### config.mk
export PLATFORM = sky130hd
export DESIGN_NAME = throttle_ratio_search
export DESIGN_NICKNAME = d
export VERILOG_FILES = /design/src/rtl/thr_pkg.sv /design/src/rtl/thr_divider.sv /design/src/rtl/thr_best_track.sv /design/src/rtl/throttle_ratio_search.sv
export SDC_FILE = /design/constraint.sdc
export NUM_CORES = 2
export LEC_CHECK = 0
export BUFFER_PORTS_ARGS = -buffer_cell sky130_fd_sc_hd__clkbuf_2
export CAP_MARGIN = 10
export CORE_ASPECT_RATIO = 1.1
export CORE_MARGIN = 3
export CORE_UTILIZATION = 43
export DETAILED_ROUTE_END_ITERATION = 10
export GPL_TIMING_DRIVEN = 1
export PLACE_DENSITY = 0.66
export SETUP_SLACK_MARGIN = 0.3
export SYNTH_ARGS = -nofsm -noshare
export SYNTH_HDL_FRONTEND = slang
export SYNTH_SLANG_ARGS = --single-unit
### constraint.sdc
create_clock -name clk -period 5.15 [get_ports clk]
set_clock_uncertainty 0.15 [all_clocks]
set_input_delay 0.2575 -clock clk [delete_from_list [all_inputs] [get_ports clk]]
set_output_delay 0.2575 -clock clk [all_outputs]
set_load 0.01 [all_outputs]
### src/rtl/thr_pkg.sv
package thr_pkg;
  typedef enum logic [2:0] {
    S_IDLE,
    S_LOFF,
    S_WOFF,
    S_LACH,
    S_WACH,
    S_FIN
  } srch_state_t;
endpackage

### src/rtl/thr_divider.sv
// Restoring divider, one quotient bit per cycle; ready pulses with the result.
module thr_divider #(
  parameter int W = 40
) (
  input  logic         clk,
  input  logic         rst,
  input  logic         go,
  input  logic [W-1:0] dividend,
  input  logic [W-1:0] divisor,
  output logic         ready,
  output logic [W-1:0] quotient
);
  localparam int CW = $clog2(W + 1);

  logic [W-1:0]  rem_q;
  logic [W-1:0]  dsr_q;
  logic [CW-1:0] cnt_q;
  logic          run_q;
  logic [W:0]    shifted;
  logic [W+1:0]  trial;

  assign shifted = {rem_q, quotient[W-1]};
  assign trial   = {1'b0, shifted} - {2'b00, dsr_q};

  always_ff @(posedge clk) begin
    if (rst) begin
      rem_q    <= '0;
      dsr_q    <= '0;
      cnt_q    <= '0;
      run_q    <= 1'b0;
      ready    <= 1'b0;
      quotient <= '0;
    end else begin
      ready <= 1'b0;
      if (go) begin
        rem_q    <= '0;
        quotient <= dividend;
        dsr_q    <= divisor;
        cnt_q    <= CW'(W);
        run_q    <= 1'b1;
      end else if (run_q) begin
        if (!trial[W+1]) begin
          rem_q    <= trial[W-1:0];
          quotient <= {quotient[W-2:0], 1'b1};
        end else begin
          rem_q    <= shifted[W-1:0];
          quotient <= {quotient[W-2:0], 1'b0};
        end
        cnt_q <= cnt_q - 1'b1;
        if (cnt_q == CW'(1)) begin
          run_q <= 1'b0;
          ready <= 1'b1;
        end
      end
    end
  end
endmodule

### src/rtl/thr_best_track.sv
// Holds the best candidate so far; later candidates win ties.
module thr_best_track #(
  parameter int FREQ_W = 32,
  parameter int CNT_W  = 8,
  parameter int ACH_W  = FREQ_W + CNT_W
) (
  input  logic              clk,
  input  logic              rst,
  input  logic              init,
  input  logic [FREQ_W-1:0] init_full,
  input  logic              upd,
  input  logic [CNT_W-1:0]  cand_on,
  input  logic [CNT_W-1:0]  cand_off,
  input  logic [ACH_W-1:0]  cand_ach,
  input  logic [FREQ_W-1:0] target,
  output logic [CNT_W-1:0]  best_on,
  output logic [CNT_W-1:0]  best_off,
  output logic [ACH_W-1:0]  best_ach
);
  logic [ACH_W-1:0] tgt_w, cand_err, best_err;

  assign tgt_w    = ACH_W'(target);
  assign cand_err = (cand_ach >= tgt_w) ? cand_ach - tgt_w : tgt_w - cand_ach;
  assign best_err = (best_ach >= tgt_w) ? best_ach - tgt_w : tgt_w - best_ach;

  always_ff @(posedge clk) begin
    if (rst) begin
      best_on  <= '0;
      best_off <= '0;
      best_ach <= '0;
    end else if (init) begin
      best_on  <= '0;
      best_off <= CNT_W'(1);
      best_ach <= ACH_W'(init_full);
    end else if (upd && (cand_err <= best_err)) begin
      best_on  <= cand_on;
      best_off <= cand_off;
      best_ach <= cand_ach;
    end
  end
endmodule

### src/rtl/throttle_ratio_search.sv
module throttle_ratio_search #(
  parameter int FREQ_W = 32,
  parameter int CNT_W  = 8,
  parameter int LIM_W  = 16
) (
  input  logic                      clk,
  input  logic                      rst,
  input  logic                      start,
  input  logic [FREQ_W-1:0]         full_khz,
  input  logic [FREQ_W-1:0]         target_khz,
  input  logic [LIM_W-1:0]          period_limit,
  output logic                      done,
  output logic [CNT_W-1:0]          on_cnt,
  output logic [CNT_W-1:0]          off_cnt,
  output logic [FREQ_W+CNT_W-1:0]   achieved_khz,
  output logic                      mod_disable
);
  import thr_pkg::*;

  localparam int ACH_W      = FREQ_W + CNT_W;
  localparam int MAX_PERIOD = (1 << CNT_W) - 1;

  srch_state_t       state_q;
  logic [FREQ_W-1:0] full_q, tgt_q;
  logic [CNT_W-1:0]  i_q, cand_on_q, cand_off_q, lim_eff;
  logic              searching;
  logic              div_go, div_ready, upd;
  logic [ACH_W-1:0]  div_dvd, div_dsr, div_quo;
  logic [CNT_W-1:0]  best_on, best_off;
  logic [ACH_W-1:0]  best_ach;
  logic              init;

  assign lim_eff = ((period_limit == '0) || (period_limit > LIM_W'(MAX_PERIOD)))
                   ? CNT_W'(MAX_PERIOD) : period_limit[CNT_W-1:0];

  assign searching = (state_q != S_IDLE);
  assign init      = (state_q == S_IDLE) && start;
  assign div_go    = (state_q == S_LOFF) || (state_q == S_LACH);
  assign upd       = (state_q == S_WACH) && div_ready;

  always_comb begin
    if (state_q == S_LACH) begin
      div_dvd = ACH_W'(full_q) * ACH_W'(cand_off_q);
      div_dsr = ACH_W'(i_q);
    end else begin
      div_dvd = ACH_W'(tgt_q) * ACH_W'(i_q);
      div_dsr = ACH_W'(full_q);
    end
  end

  thr_divider #(.W(ACH_W)) u_div (
    .clk      (clk),
    .rst      (rst),
    .go       (div_go),
    .dividend (div_dvd),
    .divisor  (div_dsr),
    .ready    (div_ready),
    .quotient (div_quo)
  );

  thr_best_track #(.FREQ_W(FREQ_W), .CNT_W(CNT_W), .ACH_W(ACH_W)) u_best (
    .clk       (clk),
    .rst       (rst),
    .init      (init),
    .init_full (full_khz),
    .upd       (upd),
    .cand_on   (cand_on_q),
    .cand_off  (cand_off_q),
    .cand_ach  (div_quo),
    .target    (tgt_q),
    .best_on   (best_on),
    .best_off  (best_off),
    .best_ach  (best_ach)
  );

  always_ff @(posedge clk) begin
    if (rst) begin
      state_q      <= S_IDLE;
      full_q       <= '0;
      tgt_q        <= '0;
      i_q          <= '0;
      cand_on_q    <= '0;
      cand_off_q   <= '0;
      done         <= 1'b0;
      on_cnt       <= '0;
      off_cnt      <= '0;
      achieved_khz <= '0;
      mod_disable  <= 1'b0;
    end else begin
      done <= 1'b0;
      case (state_q)
        S_IDLE: if (start) begin
          full_q  <= full_khz;
          tgt_q   <= target_khz;
          i_q     <= lim_eff;
          state_q <= S_LOFF;
        end
        S_LOFF: state_q <= S_WOFF;
        S_WOFF: if (div_ready) begin
          cand_off_q <= div_quo[CNT_W-1:0];
          cand_on_q  <= i_q - div_quo[CNT_W-1:0];
          state_q    <= S_LACH;
        end
        S_LACH: state_q <= S_WACH;
        S_WACH: if (div_ready) begin
          if (i_q == CNT_W'(1)) begin
            state_q <= S_FIN;
          end else begin
            i_q     <= i_q - 1'b1;
            state_q <= S_LOFF;
          end
        end
        S_FIN: begin
          done         <= 1'b1;
          achieved_khz <= best_ach;
          if (best_ach == ACH_W'(full_q)) begin
            mod_disable <= 1'b1;
            on_cnt      <= '0;
            off_cnt     <= '0;
          end else begin
            mod_disable <= 1'b0;
            on_cnt      <= best_on;
            off_cnt     <= best_off;
          end
          state_q <= S_IDLE;
        end
        default: state_q <= S_IDLE;
      endcase
    end
  end
endmodule

== Word level (Yosys, flattened, before mapping) ==
Index checks and enable logic that the tools add are counted.

* Flip-flop bits (word level): 333
* Logic and storage cells: 99

* Add/sub/neg operators: 8
* Multipliers: 2
* $lt $le $gt $ge: 4
* Eq/ne operators: 12
* Multiplexer cells: 32
* Bitwise operators: 1
* Reductions and logical operators: 17

{| class="wikitable"
|+ Operators with widths
! cell !! count
|-
| 2-to-1 mux 40 bit || 6
|-
| 2-to-1 mux 32 bit || 3
|-
| greater-or-equal comparator 40 x 32 -> 1 bit || 2
|-
| multiplier 32 x 8 -> 40 bit || 2
|-
| subtractor 32 x 40 -> 40 bit || 2
|-
| subtractor 40 x 32 -> 40 bit || 2
|-
| 2-to-1 mux 8 bit || 6
|-
| subtractor 41 x 40 -> 42 bit || 1
|-
| equality test 40 x 32 -> 1 bit || 1
|-
| less-or-equal comparator 40 bit || 1
|-
| greater-than comparator 16 x 8 -> 1 bit, second input constant || 1
|-
| logical NOT 16 bit || 1
|-
| case mux 8 bit (2 select lines) || 1
|-
| case mux 3 bit (5 select lines) || 1
|-
| 2-to-1 mux 3 bit || 4
|-
| 2-to-1 mux 6 bit || 2
|-
| 2-to-1 mux 1 bit || 9
|-
| equality test 8 x 1 -> 1 bit, second input constant || 1
|-
| subtractor 8 x 1 -> 8 bit, second input constant || 1
|-
| subtractor 8 bit || 1
|-
| equality test 3 x 2 -> 1 bit, second input constant || 2
|-
| equality test 3 bit, second input constant || 2
|-
| equality test 6 x 1 -> 1 bit, second input constant || 1
|-
| nonzero test 2 bit || 3
|-
| other kinds (13) || 20
|}

== Depth between registers and ports, before layout ==
* Depth in word-level cells: 6
* Gate-level depth with buffers: 30
* Depth with buffers taken out: 27

== Hierarchy ==
From an unflattened synthesis, not the netlist that was laid out.

* Cells, all modules: 5191
* Area, all modules: 40991.8 µm²

{| class="wikitable"
|+ Modules (own cells, without submodules)
! module !! instances !! cells an instance !! area an instance (µm²) !! sequential area each (µm²)
|-
| throttle_ratio_search || 1 || 2755 || 22708.0 || 2982.9
|-
| thr_best_track || 1 || 1438 || 10535.1 || 1121.1
|-
| thr_divider || 1 || 998 || 7748.7 || 2562.5
|}

== Worst setup path after synthesis ==
Ideal clock, no wire load.

* Kind: register to register
* Start: register tgt_q[1]
* End: register u_best.best_ach[15]
* Arrival: 5.207 ns
* Data required time: 4.863 ns
* Path slack: -0.344 ns
* Stages on the path, launching flop included: 27
* Buffers on the path: 3
* Period minus slack after synthesis: 5.494 ns
* Path through: dfxtp_1 -> inv_1 -> fa_1 -> a21o_1 -> a21o_1 -> a31o_2 -> o21ai_0 -> nand3_1 -> a21o_1 -> buf_6 -> mux2_4 -> o21ai_2 -> a21o_1 -> a21oi_1 -> xnor2_1 -> ha_1 -> nand4_1 -> nor2_1 -> nand3_1 -> or3_1 -> a21oi_1 -> o22ai_1 -> nand3_1 -> buf_2 -> buf_2 -> mux2i_1 -> a211oi_1

* Longest elaborated chain between the ends: 5
* Elaborated cells on any way between the ends: 11
* Those cells by class: add/sub (4); order compare (3); mux (2); reduce/logical (2)

{| class="wikitable"
|+ Ends and longest elaborated chain
! element !! RTL line !! text
|-
| start, declared || throttle_ratio_search.sv:24 || <nowiki>logic [FREQ_W-1:0] full_q, tgt_q;</nowiki>
|-
| start signal, assigned || throttle_ratio_search.sv:94 || <nowiki>tgt_q <= target_khz;</nowiki>
|-
| subtractor 32 x 40 -> 40 bit, or another cell as far along || thr_best_track.sv:23 || <nowiki>assign cand_err = (cand_ach >= tgt_w) ? cand_ach - tgt_w : tgt_w - cand_ach;</nowiki>
|-
| 2-to-1 mux 40 bit (on tied branches) || thr_best_track.sv:23, thr_best_track.sv:24 ||
|-
| less-or-equal comparator 40 bit * || thr_best_track.sv:35 || <nowiki>end else if (upd && (cand_err <= best_err)) begin</nowiki>
|-
| logical AND 1 bit * || thr_best_track.sv:35 ||
|-
| nonzero test 2 bit (no line) * || -- ||
|-
| end signal, assigned || thr_best_track.sv:34 || <nowiki>best_ach <= ACH_W'(init_full);</nowiki>
|-
| end signal, assigned || thr_best_track.sv:38 || <nowiki>best_ach <= cand_ach;</nowiki>
|-
| end, declared || thr_best_track.sv:18 || <nowiki>output logic [ACH_W-1:0] best_ach</nowiki>
|}

Every way passes the cells marked *; elsewhere a longest branch is shown, timed or not.
A chain may end at the register's enable or synchronous reset.

== Worst setup path in the final report ==
* Start: register tgt_q[0]
* End: register u_best.best_ach[34]

* Longest elaborated chain between the ends: 4
* Elaborated cells on any way between the ends: 10
* Those cells by class: add/sub (4); order compare (3); mux (2); reduce/logical (1)

{| class="wikitable"
|+ Ends and longest elaborated chain
! element !! RTL line
|-
| subtractor 32 x 40 -> 40 bit, or another cell as far along || thr_best_track.sv:23
|-
| 2-to-1 mux 40 bit (on tied branches) || thr_best_track.sv:23, thr_best_track.sv:24
|-
| less-or-equal comparator 40 bit * || thr_best_track.sv:35
|-
| logical AND 1 bit * || thr_best_track.sv:35
|}

Marked as above.

==> flow_metrics.py <==
metrics = {
    "die": {
        "die_h_um": 324.0,
        "fp.dieW_um": 295.1,
        "initial_core_util_pct": 43.37,
        "ios": 141,
        "core_mm2": 0.09115,
        "die-area_mm2": 0.09562,
        "rows": 116,
    },
    "yosys": {
        "synth_cell_types": 85,
        "synth-seq-cells": 325,
        "synth-edff-count": 0,
        "synth_top_area_share_pct": 18.53,
        "synth_fp_nets": 5807,
        "netlist_instances": 5027,
        "yosys.area.top_type": "fa_1",
        "synth.top_cells.by_area": "fa_1 (19%), dfxtp_1 (16%), ha_1 (10%), a21oi_1 (6.1%), nand2_1 (5.9%)",
        "syn_area_mm2": 0.03953,
        "ys_warn_count": 0,
        "async_flop_share_pct": 0,
        "synthFlopType": "dfxtp_1",
        "ys_seq_area_share_pct": 16.46,
        "syn_avg_cell_area_um2": 7.864,
    },
    "timing": {
        "hold_viol_final": 0,
        "worstMarginPinSlew_ps": 1232,
        "grt_setup_unrepaired": "true",
        "fmax_ghz": 0.1754,
        "slew_headroom_pct": 17.81,
        "fin_crit_sh_pct": 110.7,
        "tns_ps": -32840,
        "period_minus_slack_ps": 5702,
        "final.setup.worst_slack_ps": -551.9,
        "setup_viol": 79,
        "drv_slew": 0,
    },
    "worst_setup_path": {
        "startpoint_type": "register",
        "critPathArrivalTime_ps": 5990,
        "cp_max_fo": 6,
        "slowest_delay_ps": 410,
        "crit_path_top_delay_cell": "or3_4",
        "end_kind": "register",
        "cp_common_cell": "a21o_1",
        "crit_type": "register to register",
        "required_ps": 5440,
    },
    "cells_and_area": {
        "areaGrowthSynthToFinish_pct": 35.43,
        "stdcell_count": 7268,
        "drive_gt1_share_pct": 27.63,
        "fin_area_mm2": 0.05354,
        "final_nets": 6833,
        "n_fill_cell": 8118,
    },
    "pwr": {
        "p_total_mw": 16.29,
        "ir_drop_v": 0.0005473,
        "leakagePower_nw": 25.36,
        "p_per_area_mw_per_mm2": 304.3,
    },
    "route": {
        "drtAntennaViolNets": 0,
        "first_pass_iters": 5,
        "drcViolationCount": 0,
        "wl_per_cell_um": 23.81,
        "drtIter0Drc": 3468,
        "vias": 41091,
        "viasPerCell": 5.654,
        "routed_wl_um": 173100,
    },
    "hold_path": {
        "hp-class": "primary input to register",
    },
    "cts": {
        "insertion_delay_ps": 600,
        "htreeDepth": 2,
        "ctsRootBufferMaster": "clkbuf_16",
        "cts_sinks": 325,
        "cts_tree": "built",
        "path_clk_slew_ps": 70,
        "cts_buffers": 41,
        "cts_buffer_depth": 3,
    },
    "place": {
        "gp_congestion": 1.010,
        "place_inst": 7034,
        "hpwlAfterDp_um": 140500,
        "io_buffers": 140,
        "placedInstanceArea_mm2": 0.04859,
        "post-place-ws_ps": -682.8,
    },
    "global_routing": {
        "grt_max_degree": 82,
        "grt_pass1_wl_um": 255200,
        "globalRouteOverflowTotal": 0,
        "antenna_found_initial": 4,
        "grt_pass1_vias": 41163,
        "grt_usage_pct": 35.46,
    },
    "outcome": {
        "status": "complete, but fails checks",
        "failed_checks": "negative setup slack",
    },
    "run": {
        "timing.max_cap.violations": 0,
    },
}
cell type report:
class                   instances  area, µm²  share of cell area (%)
diodes                          3      7.507                 0.01402
clock buffers                  52       1117                   2.087
clock inverters                23      320.3                  0.5983
inverters                     536       2037                   3.805
multi-input cells            3868      31680                   59.16
flip-flops and latches        325       6574                   12.28
well taps                    1180       1476                   2.758
repair buffers               1281      10330                   19.30
power by group:
part / switching [mW] / internal (mW)
Combinational: 5.58 / 4.67
Sequential: 0.216 / 2.67
Clock: 1.33 / 1.82
Total: 7.13 / 9.16
critical path: cells and delay by family, from the launching register on:
family	cells	cell delay [ps]
flip-flops	1	390
multiplexers	2	530
buffers and inverters	7	800
adder cells (fa/ha/maj)	3	800
XOR/XNOR	1	140
AO/OA/AOI/OAI	10	1710
AND/OR/NAND/NOR	7	1020
kinds of logic after synthesis:
kind of cell / synth area share, %
flip-flops: 16.46
adder cells (fa/ha/maj): 29.01
buffers and inverters: 8.128
AND/OR/NAND/NOR: 18.75
AO/OA/AOI/OAI: 19.51
XOR/XNOR: 4.608
multiplexers: 3.538
state kept, by name (all words and copies together), names as in the netlist:
signal and flops:
on_cnt 8, u_div.ready 1, off_cnt 8, u_div.quotient 40, u_best.best_off 8, u_div.rem_q 40, u_best.best_ach 40, u_div.cnt_q 6
cand_off_q 8, cand_on_q 8, u_div.run_q 1, done 1, achieved_khz 40, u_best.best_on 8, u_div.dsr_q 32, tgt_q 32
state_q 3, full_q 32, mod_disable 1, i_q 8
metrics by stage:
stage / hold WS (ps) / util [%]
4_1_cts: 2.073 / 57.69
3_3_place_gp: 293.6 / 53.31
2_1_floorplan: 233.1 / -
5_1_grt: 36.51 / 58.73
6_report: 25.56 / 58.74
3_5_place_dp: 298.8 / 53.31
worst paths after layout:
path                                 startpoint                               end  slack [ps]  depth (start not counted)
hold reg to reg   achieved_khz[37]$_SDFFE_PP0P_     achieved_khz[37]$_SDFFE_PP0P_         300                          2
hold / removal                  period_limit[3]               i_q[3]$_SDFFE_PP0P_          30                          3
setup / recovery          tgt_q[0]$_SDFFE_PP0P_  u_best.best_ach[34]$_SDFFE_PP0P_        -550                         30
setup reg to reg          tgt_q[0]$_SDFFE_PP0P_  u_best.best_ach[34]$_SDFFE_PP0P_        -550                         30
synthesized netlist by cell type (23+ instances only):
| cell | count |
|---|---|
| ha_1 | 331 |
| a211oi_1 | 101 |
| a31oi_1 | 32 |
| nor3_1 | 49 |
| nand4_1 | 59 |
| buf_2 | 24 |
| o21bai_1 | 49 |
| xnor2_1 | 149 |
| a21oi_1 | 481 |
| nor2_1 | 342 |
| nor2b_1 | 39 |
| inv_1 | 535 |
| clkbuf_1 | 251 |
| dfxtp_1 | 325 |
| o21a_1 | 28 |
| nand2_1 | 623 |
| nand2b_1 | 41 |
| xor2_1 | 59 |
| o211ai_1 | 23 |
| fa_1 | 366 |
| and2_1 | 287 |
| a21o_1 | 125 |
| o21ai_0 | 238 |
| nand3_1 | 51 |
| mux2i_1 | 136 |
cell usage in the layout, fill, tap and decap left out, types with 42 or more instances in the layout:
| master | netlist | final |
|---|---|---|
| nand2_1 | 623 | 611 |
| a211oi_1 | 101 | 72 |
| dfxtp_1 | 325 | 289 |
| clkbuf_2 | 0 | 139 |
| inv_1 | 535 | 513 |
| nor3_1 | 49 | 42 |
| o21ai_0 | 238 | 189 |
| mux2i_1 | 136 | 132 |
| xnor2_1 | 149 | 127 |
| a21o_1 | 125 | 124 |
| xor2_1 | 59 | 56 |
| buf_6 | 5 | 60 |
| dlygate4sd3_1 | 0 | 69 |
| nor2_1 | 342 | 321 |
| and2_1 | 287 | 271 |
| clkbuf_16 | 0 | 42 |
| buf_4 | 4 | 963 |
| a21oi_1 | 481 | 433 |
| nand3_1 | 51 | 43 |
| nand4_1 | 59 | 59 |
| fa_1 | 366 | 342 |
| o21bai_1 | 49 | 46 |
| a21oi_2 | 2 | 43 |
| ha_1 | 331 | 307 |
metal layers:
layer	global-route usage [%]	vias to the layer above	routed length, µm
met4	21.16	6	12860
li1	-	18839	-
met1	43.92	19997	68380
met2	58.28	1759	79080
met5	0	-	45
met3	5.793	490	12710
repair_timing:
item	in CTS	in global routing
resized for setup	310	165
hold endpoints to repair	99	0
setup buffers	45	33
pin swaps	203	153
gates cloned	8	1
hold buffers	69	0
endpoints found under the setup margin	86	86
(Power assumes the default switching activity.)
